## src/rtl/rlm_pkg.sv

```systemverilog
`timescale 1ns/1ps
package rlm_pkg;

  typedef enum logic [1:0] {
    CLS_NONE  = 2'b00,
    CLS_SD_LO = 2'b01,
    CLS_SD    = 2'b10,
    CLS_HD    = 2'b11
  } rate_cls_e;

  localparam int unsigned NUM_BANDS = 3;
  localparam int unsigned TOL_PCT   = 1;

  // band centre in units of 0.1 Mbps; HD band centred between 1483 and 1485
  function automatic int unsigned band_rate_x10(int unsigned b);
    case (b)
      0:       return 1430;
      1:       return 2700;
      default: return 14840;
    endcase
  endfunction

  // expected edge count bound for a window of win reference cycles at 27 MHz
  function automatic longint unsigned band_bound(int unsigned rate_x10, int unsigned win,
                                                 int unsigned presc, bit upper);
    longint unsigned num, den;
    den = longint'(27) * longint'(presc) * 64'd1000;
    num = longint'(win) * longint'(rate_x10);
    if (upper) return (num * (100 + TOL_PCT) + den - 1) / den;
    return (num * (100 - TOL_PCT)) / den;
  endfunction

  function automatic logic band_allowed(logic [1:0] sel, int unsigned b);
    case (sel)
      2'b01:   return b == 1;
      2'b10:   return b == 2;
      default: return 1'b1;
    endcase
  endfunction

endpackage

```

## src/rtl/rlm_edge_det.sv

```systemverilog
`timescale 1ns/1ps
module rlm_edge_det #(
  parameter int unsigned SYNC_STAGES = 2
) (
  input  logic clk_i,
  input  logic rst_ni,
  input  logic sig_i,
  output logic rise_o
);
  logic [SYNC_STAGES:0] sh_q;

  always_ff @(posedge clk_i or negedge rst_ni) begin
    if (!rst_ni) sh_q <= '0;
    else         sh_q <= {sh_q[SYNC_STAGES-1:0], sig_i};
  end

  assign rise_o = sh_q[SYNC_STAGES-1] & ~sh_q[SYNC_STAGES];
endmodule

```

## src/rtl/rlm_win_cnt.sv

```systemverilog
`timescale 1ns/1ps
module rlm_win_cnt #(
  parameter int unsigned WIN_LEN = 131072,
  parameter int unsigned CNT_W   = 18
) (
  input  logic             clk_i,
  input  logic             rst_ni,
  input  logic             edge_i,
  output logic             done_o,
  output logic [CNT_W-1:0] cnt_o
);
  localparam int unsigned WIN_W = $clog2(WIN_LEN);

  logic [WIN_W-1:0] tick_q;
  logic [CNT_W-1:0] acc_q;
  logic             last;

  assign last = (tick_q == WIN_W'(WIN_LEN - 1));

  always_ff @(posedge clk_i or negedge rst_ni) begin
    if (!rst_ni) begin
      tick_q <= '0;
      acc_q  <= '0;
      cnt_o  <= '0;
      done_o <= 1'b0;
    end else if (last) begin
      tick_q <= '0;
      acc_q  <= '0;
      cnt_o  <= acc_q + CNT_W'(edge_i);
      done_o <= 1'b1;
    end else begin
      tick_q <= tick_q + 1'b1;
      acc_q  <= acc_q + CNT_W'(edge_i);
      done_o <= 1'b0;
    end
  end
endmodule

```

## src/rtl/rlm_classify.sv

```systemverilog
`timescale 1ns/1ps
module rlm_classify
  import rlm_pkg::*;
#(
  parameter int unsigned WIN_LEN  = 131072,
  parameter int unsigned PRESCALE = 128,
  parameter int unsigned CNT_W    = 18
) (
  input  logic [CNT_W-1:0] cnt_i,
  input  logic [1:0]       sel_i,
  output rate_cls_e        cls_o
);
  logic [NUM_BANDS-1:0] hit;

  for (genvar b = 0; b < NUM_BANDS; b++) begin : g_band
    localparam longint unsigned LO = band_bound(band_rate_x10(b), WIN_LEN, PRESCALE, 1'b0);
    localparam longint unsigned HI = band_bound(band_rate_x10(b), WIN_LEN, PRESCALE, 1'b1);
    assign hit[b] = (64'(cnt_i) >= LO) && (64'(cnt_i) <= HI) && band_allowed(sel_i, b);
  end

  always_comb begin
    cls_o = CLS_NONE;
    for (int b = 0; b < NUM_BANDS; b++)
      if (hit[b]) cls_o = rate_cls_e'(2'(b + 1));
  end
endmodule

```

## src/rtl/rlm_lock_trk.sv

```systemverilog
`timescale 1ns/1ps
module rlm_lock_trk
  import rlm_pkg::*;
(
  input  logic      clk_i,
  input  logic      rst_ni,
  input  logic      done_i,
  input  logic      data_i,
  input  rate_cls_e cls_i,
  output logic      lock_o,
  output logic [1:0] rate_o,
  output logic      sd_hd_o,
  output logic      unsup_o
);
  rate_cls_e prev_q;

  always_ff @(posedge clk_i or negedge rst_ni) begin
    if (!rst_ni) begin
      prev_q  <= CLS_NONE;
      lock_o  <= 1'b0;
      rate_o  <= 2'b00;
      sd_hd_o <= 1'b0;
      unsup_o <= 1'b0;
    end else if (done_i) begin
      prev_q  <= cls_i;
      unsup_o <= data_i && (cls_i == CLS_NONE);
      if (cls_i != CLS_NONE && cls_i == prev_q) begin
        lock_o  <= 1'b1;
        rate_o  <= cls_i;
        sd_hd_o <= (cls_i != CLS_HD);
      end else begin
        lock_o  <= 1'b0;
        rate_o  <= 2'b00;
        sd_hd_o <= 1'b0;
      end
    end
  end
endmodule

```

## src/rtl/rate_lock_mon.sv

```systemverilog
`timescale 1ns/1ps
module rate_lock_mon
  import rlm_pkg::*;
#(
  parameter int unsigned WIN_LEN     = 131072,
  parameter int unsigned PRESCALE    = 128,
  parameter int unsigned SYNC_STAGES = 2
) (
  input  logic       ref_clk_i,
  input  logic       rst_ni,
  input  logic       meas_clk_i,
  input  logic [1:0] rate_sel_i,
  output logic       lock_o,
  output logic [1:0] rate_o,
  output logic       sd_hd_o,
  output logic       unsup_o
);
  localparam int unsigned CNT_W = $clog2(WIN_LEN + 1);

  logic [1:0]       sel_s1_q, sel_q;
  logic             meas_rise;
  logic             win_done;
  logic [CNT_W-1:0] win_cnt;
  rate_cls_e        cls;

  always_ff @(posedge ref_clk_i or negedge rst_ni) begin
    if (!rst_ni) begin
      sel_s1_q <= 2'b00;
      sel_q    <= 2'b00;
    end else begin
      sel_s1_q <= rate_sel_i;
      sel_q    <= sel_s1_q;
    end
  end

  rlm_edge_det #(.SYNC_STAGES(SYNC_STAGES)) u_edge (
    .clk_i (ref_clk_i),
    .rst_ni(rst_ni),
    .sig_i (meas_clk_i),
    .rise_o(meas_rise)
  );

  rlm_win_cnt #(.WIN_LEN(WIN_LEN), .CNT_W(CNT_W)) u_win (
    .clk_i (ref_clk_i),
    .rst_ni(rst_ni),
    .edge_i(meas_rise),
    .done_o(win_done),
    .cnt_o (win_cnt)
  );

  rlm_classify #(.WIN_LEN(WIN_LEN), .PRESCALE(PRESCALE), .CNT_W(CNT_W)) u_cls (
    .cnt_i(win_cnt),
    .sel_i(sel_q),
    .cls_o(cls)
  );

  rlm_lock_trk u_trk (
    .clk_i  (ref_clk_i),
    .rst_ni (rst_ni),
    .done_i (win_done),
    .data_i (win_cnt != '0),
    .cls_i  (cls),
    .lock_o (lock_o),
    .rate_o (rate_o),
    .sd_hd_o(sd_hd_o),
    .unsup_o(unsup_o)
  );
endmodule

```

## config.mk

```make
export PLATFORM = sky130hd
export DESIGN_NAME = rate_lock_mon
export DESIGN_NICKNAME = d
export VERILOG_FILES = /design/src/rtl/rlm_pkg.sv /design/src/rtl/rlm_edge_det.sv /design/src/rtl/rlm_win_cnt.sv /design/src/rtl/rlm_classify.sv /design/src/rtl/rlm_lock_trk.sv /design/src/rtl/rate_lock_mon.sv
export SDC_FILE = /design/constraint.sdc
export NUM_CORES = 1
export LEC_CHECK = 0
export BUFFER_PORTS_ARGS = -buffer_cell sky130_fd_sc_hd__buf_4
export CORE_MARGIN = 2
export CORE_UTILIZATION = 32
export CTS_BUF_LIST = sky130_fd_sc_hd__clkbuf_16
export CTS_CLUSTER_SIZE = 12
export DETAILED_ROUTE_END_ITERATION = 10
export GPL_TIMING_DRIVEN = 0
export SLEW_MARGIN = 5
export SYNTH_ARGS = -nofsm -noshare
export SYNTH_HDL_FRONTEND = slang
export SYNTH_SLANG_ARGS = --single-unit
```

## constraint.sdc

```tcl
create_clock -name ref_clk_i -period 3.2 [get_ports ref_clk_i]
set_input_delay 0.16 -clock ref_clk_i [delete_from_list [all_inputs] [get_ports ref_clk_i]]
set_output_delay 0.16 -clock ref_clk_i [all_outputs]
set_load 0.05 [all_outputs]
```

==> results of run 1 <==
[Yosys cell counts, types with 4 or more instances]
cell / instances / share of area [%]
nor4_1: 9 / 1.7
and4_1: 5 / 1.4
nand4_1: 6 / 1.2
nor3_1: 8 / 1.2
inv_1: 9 / 1.0
dfrtp_1: 68 / 53
nand2_1: 14 / 1.6
xnor2_1: 15 / 4.1
nand3_1: 18 / 2.8
a31oi_1: 4 / 0.78
ha_1: 6 / 2.3
xor2_1: 13 / 3.5
nor2b_1: 6 / 1.2
a21oi_1: 24 / 3.7
nor2_1: 55 / 6.4
clkbuf_1: 8 / 0.93
[per-stage QoR]
stage | setup slack (ns) | power [W] | area [µm²] | util [%] | std cells
after floorplan | 0.744 | 0.000996 | 3220 | - | 320
after global placement | 0.125 | 0.00104 | 3460 | 35.4 | 462
after detailed placement | 0.0866 | 0.00104 | 3460 | 35.4 | 462
after CTS | 0.0519 | 0.00200 | 3780 | 38.7 | 482
after global routing | 0.0283 | 0.00205 | 3790 | 38.7 | 482
final | 0.414 | 0.00197 | 3790 | 38.7 | 482
[registers in the layout, indices dropped and copies added, names as in the netlist]
register	count
u_edge.sh_q	3
sel_q	2
u_trk.unsup_o	1
u_trk.lock_o	1
u_win.cnt_o	18
u_trk.prev_q	2
sel_s1_q	2
u_trk.rate_o	2
u_trk.sd_hd_o	1
u_win.acc_q	18
u_win.tick_q	17
u_win.done_o	1
[logic make-up after synthesis]
group                      count (synthesis)
and+or+nand+nor                          139
AOI/OAI and AO/OA                         52
adders and majority gates                  6
DFF                                       68
muxes                                      2
buffers and inverters                     25
xor gates and xnor gates                  28
[what timing repair did]
item,4_1_cts,5_1_grt
gates resized for setup,0,8
endpoints found under the hold margin,71,0
setup endpoints to repair,0,40
hold buffers,4,0
[worst max-delay path by stage]
stage,to,slack [ns],cells past startpoint
after floorplan,u_win.cnt_o[10],0.74,9
after global placement,u_win.cnt_o[8],0.12,9
after detailed placement,u_win.cnt_o[10],0.09,9
after CTS,u_win.cnt_o[10],0.05,9
after global routing,u_win.cnt_o[10],0.03,9
final,u_win.cnt_o[10],0.41,9
[report_power, final]
part	internal, W	switching (W)
clock network	0.000591	0.000348
registers	0.000899	0.0000299
logic	0.0000417	0.0000570
[cell type report]
type / instances / area, µm²
fill: 971 / 5990
sequential: 68 / 1700
multi-input combinational: 227 / 1410
clock buffer: 9 / 225
tap: 133 / 166
timing repair buffer: 13 / 108
buffer: 16 / 86.3
clock inverter: 7 / 58.8
inverter: 9 / 33.8
[routing by layer]
metal / part of all wire, % / track usage (%)
met1: 48 / 16.6
met2: 48 / 20.1
met3: 3.4 / 4.39
met4: 0.86 / 3.67
met5: 0 / 0
==> results.ini, run 1 <==
[outcome]
status=complete, no violations

[logic_synthesis]
synthDistinctLibCells=51
synth_area_per_cell_um2=10.1
synth_nets=331
synth_top_family_by_area=simple AND/OR/NAND/NOR gates
synth_warnings=0
synth_xor_area_share_pct=7.61
synth_cells=320
yosysSeqAreaShare_pct=52.8
yosys_most_used_dff=dfrtp_1
yosys.area_share.simple_pct=22.0
synthMuxAreaShare_pct=0.699
async_flop_share_pct=100
synth_fa_ha_area_share_pct=2.33
synth_edf_count=0
synth_compound_area_share_pct=11.0
syn_area_um2=3220
ys_ff_latch=68

[drt]
vias=2391
wl_per_cell_um=13.1
drt_first_pass_iters=5
ant_nets=0
drt_wl_total_mm=6.30
drt_iter0_markers=109
drc_errors=0
vias_per_cell=4.96

[layout]
most-common-layout-cells=dfrtp_1, nor2_1, a21oi_1
n_antenna_cell=0
final_nets=355
areaGrowthSynthToFinish_pct=17.5
final_common_cell=dfrtp_1
layout-drive-gt1-share_pct=12.0

[grt]
grt_max_degree=69
antenna_found_initial=0
grt-ovfl-total=0
grt_pass1_wl_mm=11.4
grt_pass1_vias=2413
groute.usage.overall_pct=12.7

[timing]
fmax_ghz=0.359
slew_headroom_pct=43.9
hold_viol=0
post-route-period-util_pct=87.0
fin_tns_setup_ns=0
grt_setup_unrepaired=no
hold_slack_ns=0.347
worst_slew_pin_slew_ns=0.842
period_needed_ns=2.79
slew_violations=0
setup_viol=0
finalClockSkew_ns=0.00661

[setup_path]
slowest_stage=dfrtp_1
critPathKind=reg -> reg
crit_chain=and4_1, nand4_1, or3_1, nor3_1, ha_1, clkbuf_1, clkbuf_2, clkbuf_2, a21oi_1
worstPathMaxFanout=10
slowest_delay_ns=0.42
crit_path_end_kind=register
rrSetupSlack_ns=0.41
required_ns=3.40
arrival_ns=2.99
worst-path-buf-inv=3
cp_top_family=simple AND/OR/NAND/NOR gates
rr_worst_depth=9
cp_common_cell=clkbuf_2
rr_startpoint=u_win.tick_q[3]
crit_start=u_win.tick_q[3]
worst_r2r_endpoint=u_win.cnt_o[10]
crit_path_start_kind=register

[hold_path]
whs_endpoint=sel_q[1]
holdCritPathClass=reg -> reg
whs_path_depth=0
min_from=sel_s1_q[1]

[placement]
gp_congestion=0.873
place.detailed.hpwl_mm=4.34
port_buffers=9

[power]
power_leakage_nw=1.71
vdd_drop_max_v=0.000332
powerDensity_nw_per_um2=519

[floorplan]
die-area_um2=10900
dieWidth_um=104
core_area_um2=9770
fp.dieH_um=104
ios=10
initial_core_util_pct=33.0
num_rows=36

[clocking]
cts_tree=built
cts_buffer_depth=2
clkSinkCount=68
cts_root_buf=clkbuf_16
path_clk_slew_ns=0.05
htreeDepth=3
clk_latency_ns=0.33
cts_setup_buffers=0
cts_buffers=9

[job]
max_cap_violations=0

Note: power is estimated with default switching activity, not from simulation.
==> run 2: changes to the inputs <==
--- a/config.mk
+++ b/config.mk
@@ -5,13 +5,15 @@
 export SDC_FILE = /design/constraint.sdc
 export NUM_CORES = 1
 export LEC_CHECK = 0
+export ABC_AREA = 1
 export BUFFER_PORTS_ARGS = -buffer_cell sky130_fd_sc_hd__buf_4
 export CORE_MARGIN = 2
-export CORE_UTILIZATION = 32
+export CORE_UTILIZATION = 60
 export CTS_BUF_LIST = sky130_fd_sc_hd__clkbuf_16
 export CTS_CLUSTER_SIZE = 12
 export DETAILED_ROUTE_END_ITERATION = 10
 export GPL_TIMING_DRIVEN = 0
+export PLACE_DENSITY = 0.77
 export SLEW_MARGIN = 5
 export SYNTH_ARGS = -nofsm -noshare
 export SYNTH_HDL_FRONTEND = slang
==> run 2 against run 1 <==
Compared with the run above: final area rose by 5.8%; area after synthesis rose by 10%; clock skew rose by 0.0025 ns; first-iteration DRC count rose by 24%; routed wire length rose by 13%; final cell count rose by 14%; fmax fell by 1.7%; largest power group is now registers; highest routed layer unchanged.
==> results.ini, run 2 <==
[drt]
vias=2840
drt_wl_total_mm=7.10
highest_layer=met4
drt_first_pass_iters=4
wl_met3_um=234
drc_errors=0
wl_per_cell_um=12.9
ant_nets=0
drt_iter0_markers=135
routedLengthMet1_mm=3.24
wl_met2_mm=3.53
vias_per_cell=5.17

[outcome]
status=complete, no violations

[placement]
port_buffers=9
gp_congestion=0.839
place.detailed.hpwl_mm=5.14

[logic_synthesis]
synthTopCellsByArea=dfrtp_1, nand2_1, nor2_1
yosys_most_used_dff=dfrtp_1
yosysTopAreaCell=dfrtp_1
synth_cells=448
synth_edf_count=0
ys_top_cells_by_count=nand2_1, dfrtp_1, nor2_1
synthMostInstantiatedCell=nand2_1
yosysSeqAreaShare_pct=48.0
synthDistinctLibCells=29
synth_warnings=0
synth_area_per_cell_um2=7.91
ys_ff_latch=68
async_flop_share_pct=100
synth_nets=459
netlist.area_leader.share_pct=48.0
syn_area_um2=3540

[grt]
grt_max_degree=69
grt_pass1_vias=2837
grt-ovfl-total=0
antenna_found_initial=0
groute.usage.overall_pct=25.1
grt_pass1_wl_mm=12.4

[floorplan]
die-area_um2=6540
initial_core_util_pct=63.2
fp.dieH_um=80.9
num_rows=27
ios=10
core_area_um2=5610
dieWidth_um=80.9

[setup_path]
crit_start=u_win.tick_q[0]
arrival_ns=3.03
cp_top_family=simple AND/OR/NAND/NOR gates
required_ns=3.39
slowest_stage=dfrtp_1
rr_startpoint=u_win.tick_q[0]
cp_common_cell=nor2_1
crit_path_start_kind=register
rr_worst_depth=15
rrSetupSlack_ns=0.37
critPathKind=reg -> reg
crit_chain=ha_1, nand2_1, nor2_2, nand2_1, nor2_2, nand3_2, nor3_4, nand3_2, nor2_1, nand3_1, nor2_1, ha_1, clkbuf_2, clkbuf_1, nor2_1
worstPathMaxFanout=10
cp.depth=15
cp-endpoint=u_win.acc_q[16]
worst_r2r_endpoint=u_win.acc_q[16]
worst-path-buf-inv=2
slowest_delay_ns=0.38
crit_path_end_kind=register

[hold_path]
min_from=sel_s1_q[0]
holdCritPathClass=reg -> reg

[timing]
fmax_ghz=0.353
fin_tns_setup_ns=0
period_needed_ns=2.83
grt_setup_unrepaired=no
hold_slack_ns=0.346
post-route-period-util_pct=88.6
hold_viol=0
slew_violations=0
worst_slew_pin_slew_ns=0.844
finalClockSkew_ns=0.00907
setup_viol=0
slew_headroom_pct=43.7

[clocking]
cts_buffer_depth=2
htreeDepth=3
cts_root_buf=clkbuf_16
cts_buffers=9
cts_setup_buffers=0
path_clk_slew_ns=0.05
clk_latency_ns=0.33
cts_tree=built
clkSinkCount=68

[power]
seqPwrFrac_pct=49.2
powerDensity_nw_per_um2=474
internal-power_w=0.00145
power_leakage_nw=1.97
p_clk_share_pct=44.8
combPwrFrac_pct=6.0
p_sw_w=0.000446
p_sw_share_pct=23.5
vdd_drop_max_v=0.000352

[layout]
most-common-layout-cells=nand2_1, dfrtp_1, nor2_1, inv_1, o21ai_0
layout-drive-gt1-share_pct=10.5
largestRegisters=u_win.acc_q x18, u_win.cnt_o x18, u_win.tick_q x17
final_nets=483
final_common_cell=nand2_1
n_antenna_cell=0
areaGrowthSynthToFinish_pct=13.0

[job]
max_cap_violations=0

==> run 2: cell type report <==
cell class | count | area, µm²
flip-flops and latches | 68 | 1700
inverters | 68 | 255
well taps | 72 | 90.1
clock inverters | 7 | 35.0
multi-input cells | 305 | 1560
clock buffers | 9 | 225
repair buffers | 13 | 108
fillers | 430 | 1600
plain buffers | 7 | 30.0
==> run 2: routing by layer <==
layer / GRT usage (%) / vias up
met3: 5.33 / 12
met2: 43.0 / 40
met4: 11.2 / 0
met5: 0 / -
met1: 30.7 / 1322
li1: - / 1466
==> run 2: worst reg2reg max path: stages, from the launching register on <==
cell and delay [ns]:
dfrtp_1 0.38, ha_1 0.18, nand2_1 0.08, nor2_2 0.12, nand2_1 0.08, nor2_2 0.13
nand3_2 0.12, nor3_4 0.17, nand3_2 0.11, nor2_1 0.14, nand3_1 0.12, nor2_1 0.12
ha_1 0.21, clkbuf_2 0.26, clkbuf_1 0.37, nor2_1 0.11
==> run 2: cells by family (layout without fill, tap and decap cells) <==
logic type               Yosys count  after routing  synth area share, %
AND/OR/NAND/NOR                  232            232                 30.7
adder cells (fa/ha/maj)            6              6                 2.12
buffers and inverters             75            104                 7.94
XOR/XNOR                          12             12                 3.18
AO/OA/AOI/OAI                     55             55                 8.08
flip-flops                        68             68                 48.0
==> run 2: stage by stage <==
step | util [%] | worst slack, ns | cells | instance area, µm² | total power [W]
floorplan | - | 0.727 | 448 | 3540 | 0.00102
global placement | 66.0 | 0.158 | 529 | 3700 | 0.00105
detailed placement | 66.0 | 0.0440 | 529 | 3700 | 0.00106
CTS | 71.4 | 0.0739 | 549 | 4000 | 0.00191
global route | 71.4 | 0.00267 | 549 | 4010 | 0.00198
finish | 71.4 | 0.366 | 549 | 4010 | 0.00190
==> run 2: worst min-delay path by stage <==
stage,end,slack [ns],depth (start not counted)
6_report,sel_q[0],0.35,0
2_1_floorplan,sel_q[0],-0.14,0
3_3_place_gp,sel_s1_q[1],0.27,1
5_1_grt,sel_q[1],0.35,0
4_1_cts,sel_q[0],0.35,0
3_5_place_dp,sel_s1_q[0],0.27,1
==> run 2: repair_timing <==
item,4_1_cts,5_1_grt
hold buffers,4,0
hold endpoints to repair,71,0
resized for setup,1,3
setup endpoints to repair,4,30
==> run 2: power by group through the flow <==
stage                     combinational (W)  sequential (W)  clock (W)
after floorplan                   0.0000746        0.000941          0
after CTS                          0.000116        0.000934   0.000864
final                              0.000114        0.000934   0.000851
after global placement             0.000107        0.000945          0
after global routing               0.000136        0.000940   0.000908
after detailed placement           0.000114        0.000947          0
==> run 3: changes to the inputs <==
--- a/config.mk
+++ b/config.mk
@@ -8,12 +8,13 @@
 export ABC_AREA = 1
 export BUFFER_PORTS_ARGS = -buffer_cell sky130_fd_sc_hd__buf_4
 export CORE_MARGIN = 2
-export CORE_UTILIZATION = 60
+export CORE_UTILIZATION = 56
 export CTS_BUF_LIST = sky130_fd_sc_hd__clkbuf_16
 export CTS_CLUSTER_SIZE = 12
 export DETAILED_ROUTE_END_ITERATION = 10
 export GPL_TIMING_DRIVEN = 0
-export PLACE_DENSITY = 0.77
+export MAX_ROUTING_LAYER = met4
+export PLACE_DENSITY = 0.76
 export SLEW_MARGIN = 5
 export SYNTH_ARGS = -nofsm -noshare
 export SYNTH_HDL_FRONTEND = slang
==> constraint.sdc (replaced) <==
create_clock -name ref_clk_i -period 2.6 [get_ports ref_clk_i]
set_input_delay 0.52 -clock ref_clk_i [delete_from_list [all_inputs] [get_ports ref_clk_i]]
set_output_delay 0.52 -clock ref_clk_i [all_outputs]
set_load 0.05 [all_outputs]
==> run 3 against run 2 <==
Compared with the run above: critical path depth rose by 2; largest power group is now the clock network; clock power rose by 49%; worst setup slack got worse by 0.22 ns.
==> results.ini, run 3 (same netlist as run 2, synthesis figures left out) <==
[outcome]
status=complete, no violations

[setup_path]
arrival_ns=2.70
slowest_stage=dfrtp_1
worst_r2r_endpoint=u_win.cnt_o[8]
crit_path_start_kind=register
slowest_delay_ns=0.38
rr_startpoint=u_win.tick_q[0]
critPathKind=reg -> reg
worstPathMaxFanout=5
rrSetupSlack_ns=0.14
crit_chain=ha_2, nand2_2, nor2_4, nand2_1, nor2_2, nand3_2, nor3_4, nand3_2, nor2_4, nand3_2, nor2_4, ha_4, buf_8, buf_12, buf_4, nand2_1, o21ai_0
crit_path_end_kind=register
rr_worst_depth=17
required_ns=2.84

[clocking]
hold_buffers=0
cts_buffer_depth=2
cts_root_buf=clkbuf_16
clkSinkCount=68
cts_tree=built
htreeDepth=3
path_clk_slew_ns=0.06
cts_buffers=9
clk_latency_ns=0.33

[drt]
wl_per_cell_um=14.5
drc_errors=0
vias=3016
drt_wl_total_mm=8.11
ant_nets=0
drt_first_pass_iters=5
drt_iter0_markers=230
vias_per_cell=5.39

[timing]
post-route-period-util_pct=94.6
fmax_ghz=0.407
slew_violations=0
hold_viol=0
period_needed_ns=2.46
slew_headroom_pct=43.6
worst_slew_pin_slew_ns=0.846
hold_slack_ns=0.292
setup_viol=0
finalClockSkew_ns=0.00757

[job]
max_cap_violations=0

[placement]
gp_congestion=0.909
dp_cells=532
port_buffers=9
place.detailed.hpwl_mm=5.22

[power]
vdd_drop_max_v=0.000483
power_leakage_nw=2.07
powerDensity_nw_per_um2=604

[grt]
grt_pass1_vias=2981
grtUsageMet3_pct=5.44
top_usage_layer=met2
grt_max_degree=69
grt_pass1_wl_mm=13.3
antenna_found_initial=0
grt-ovfl-total=0
groute.usage.overall_pct=23.9
use_met2_pct=39.9
use_met1_pct=29.4

[layout]
multi_input_area_um2=1600
areaGrowthSynthToFinish_pct=19.6
layoutNonFillerInstCount=560
layout-drive-gt1-share_pct=15.1
final_nets=491
n_antenna_cell=0
regArea_um2=1700
final_common_cell=nand2_1
most-common-layout-cells=nand2_1, dfrtp_1, inv_1
largestRegisters=u_win.acc_q x18, u_win.cnt_o x18, u_win.tick_q x17
n_fill_cell=455

[floorplan]
core_area_um2=6030
dieWidth_um=83.6
num_rows=28
die-area_um2=6980
initial_core_util_pct=58.8
fp.dieH_um=83.6
ios=10

[hold_path]
holdCritPathClass=in -> async

[run 3: cell count changes in the layout (fill, tap and decap cells not counted), moves of 4 or more]
cell and delta:
dlygate4sd3_1 -4, clkbuf_1 -4, buf_4 +10, buf_6 +5
[run 3: cell type report]
cell class | instances | share of cell area [%]
buffer | 7 | 2.04
clock buffer | 9 | 5.31
clock inverter | 7 | 1.98
inverter | 68 | 6.08
multi-input combinational | 305 | 37.8
sequential | 68 | 40.1
tap | 75 | 2.21
timing repair buffer | 21 | 4.43
[run 3: critical path: cells and delay by family, from the launching register on]
kind                       cells  cell delay [ns]
and+or+nand+nor               11             1.22
DFF                            1             0.38
adders and majority gates      2             0.37
buffers and inverters          3             0.35
AOI/OAI and AO/OA              1             0.08
[run 3: per-layer routing]
metal,vias up,share of wire (%)
li1,1483,-
met1,1432,42
met5,-,0
met3,15,5.3
met2,86,51
met4,0,1.9
[run 3: through the flow]
step / instance area (µm²) / utilization [%] / power, W / worst slack [ns] / TNS [ns]
4_1_cts: 4090 / 67.9 / 0.00257 / 0.00530 / 0
5_1_grt: 4240 / 70.4 / 0.00266 / -0.0390 / -0.122
3_3_place_gp: 3710 / 61.5 / 0.00130 / -0.520 / -13.86
6_report: 4240 / 70.4 / 0.00256 / 0.141 / 0
2_1_floorplan: 3540 / - / 0.00125 / 0.127 / 0
3_5_place_dp: 3710 / 61.5 / 0.00131 / -0.568 / -15.72
[run 3: where the power goes]
part / internal [W] / switching, W / total, W
combinational: 0.0000467 / 0.0000941 / 0.000141
sequential: 0.00111 / 0.0000450 / 0.00115
clock: 0.000827 / 0.000442 / 0.00127
total: 0.00198 / 0.000581 / 0.00256
[run 3: worst max path at each step]
stage | start | end | slack [ns] | cells past startpoint
CTS | u_win.tick_q[0] | u_win.cnt_o[1] | 0.005 | 16
floorplan | u_win.tick_q[0] | u_win.cnt_o[17] | 0.13 | 15
global route | u_win.tick_q[0] | u_win.cnt_o[8] | -0.04 | 17
global placement | u_win.tick_q[0] | u_win.cnt_o[14] | -0.52 | 15
finish | u_win.tick_q[0] | u_win.cnt_o[8] | 0.14 | 17
detailed placement | u_win.tick_q[0] | u_win.cnt_o[17] | -0.57 | 15
[run 3: what timing repair did]
item | 4_1_cts | 5_1_grt
pin swaps | 5 | 9
endpoints found under the setup margin | 49 | 52
gates cloned | 0 | 1
gates resized for setup | 18 | 26
buffers inserted | 4 | 7
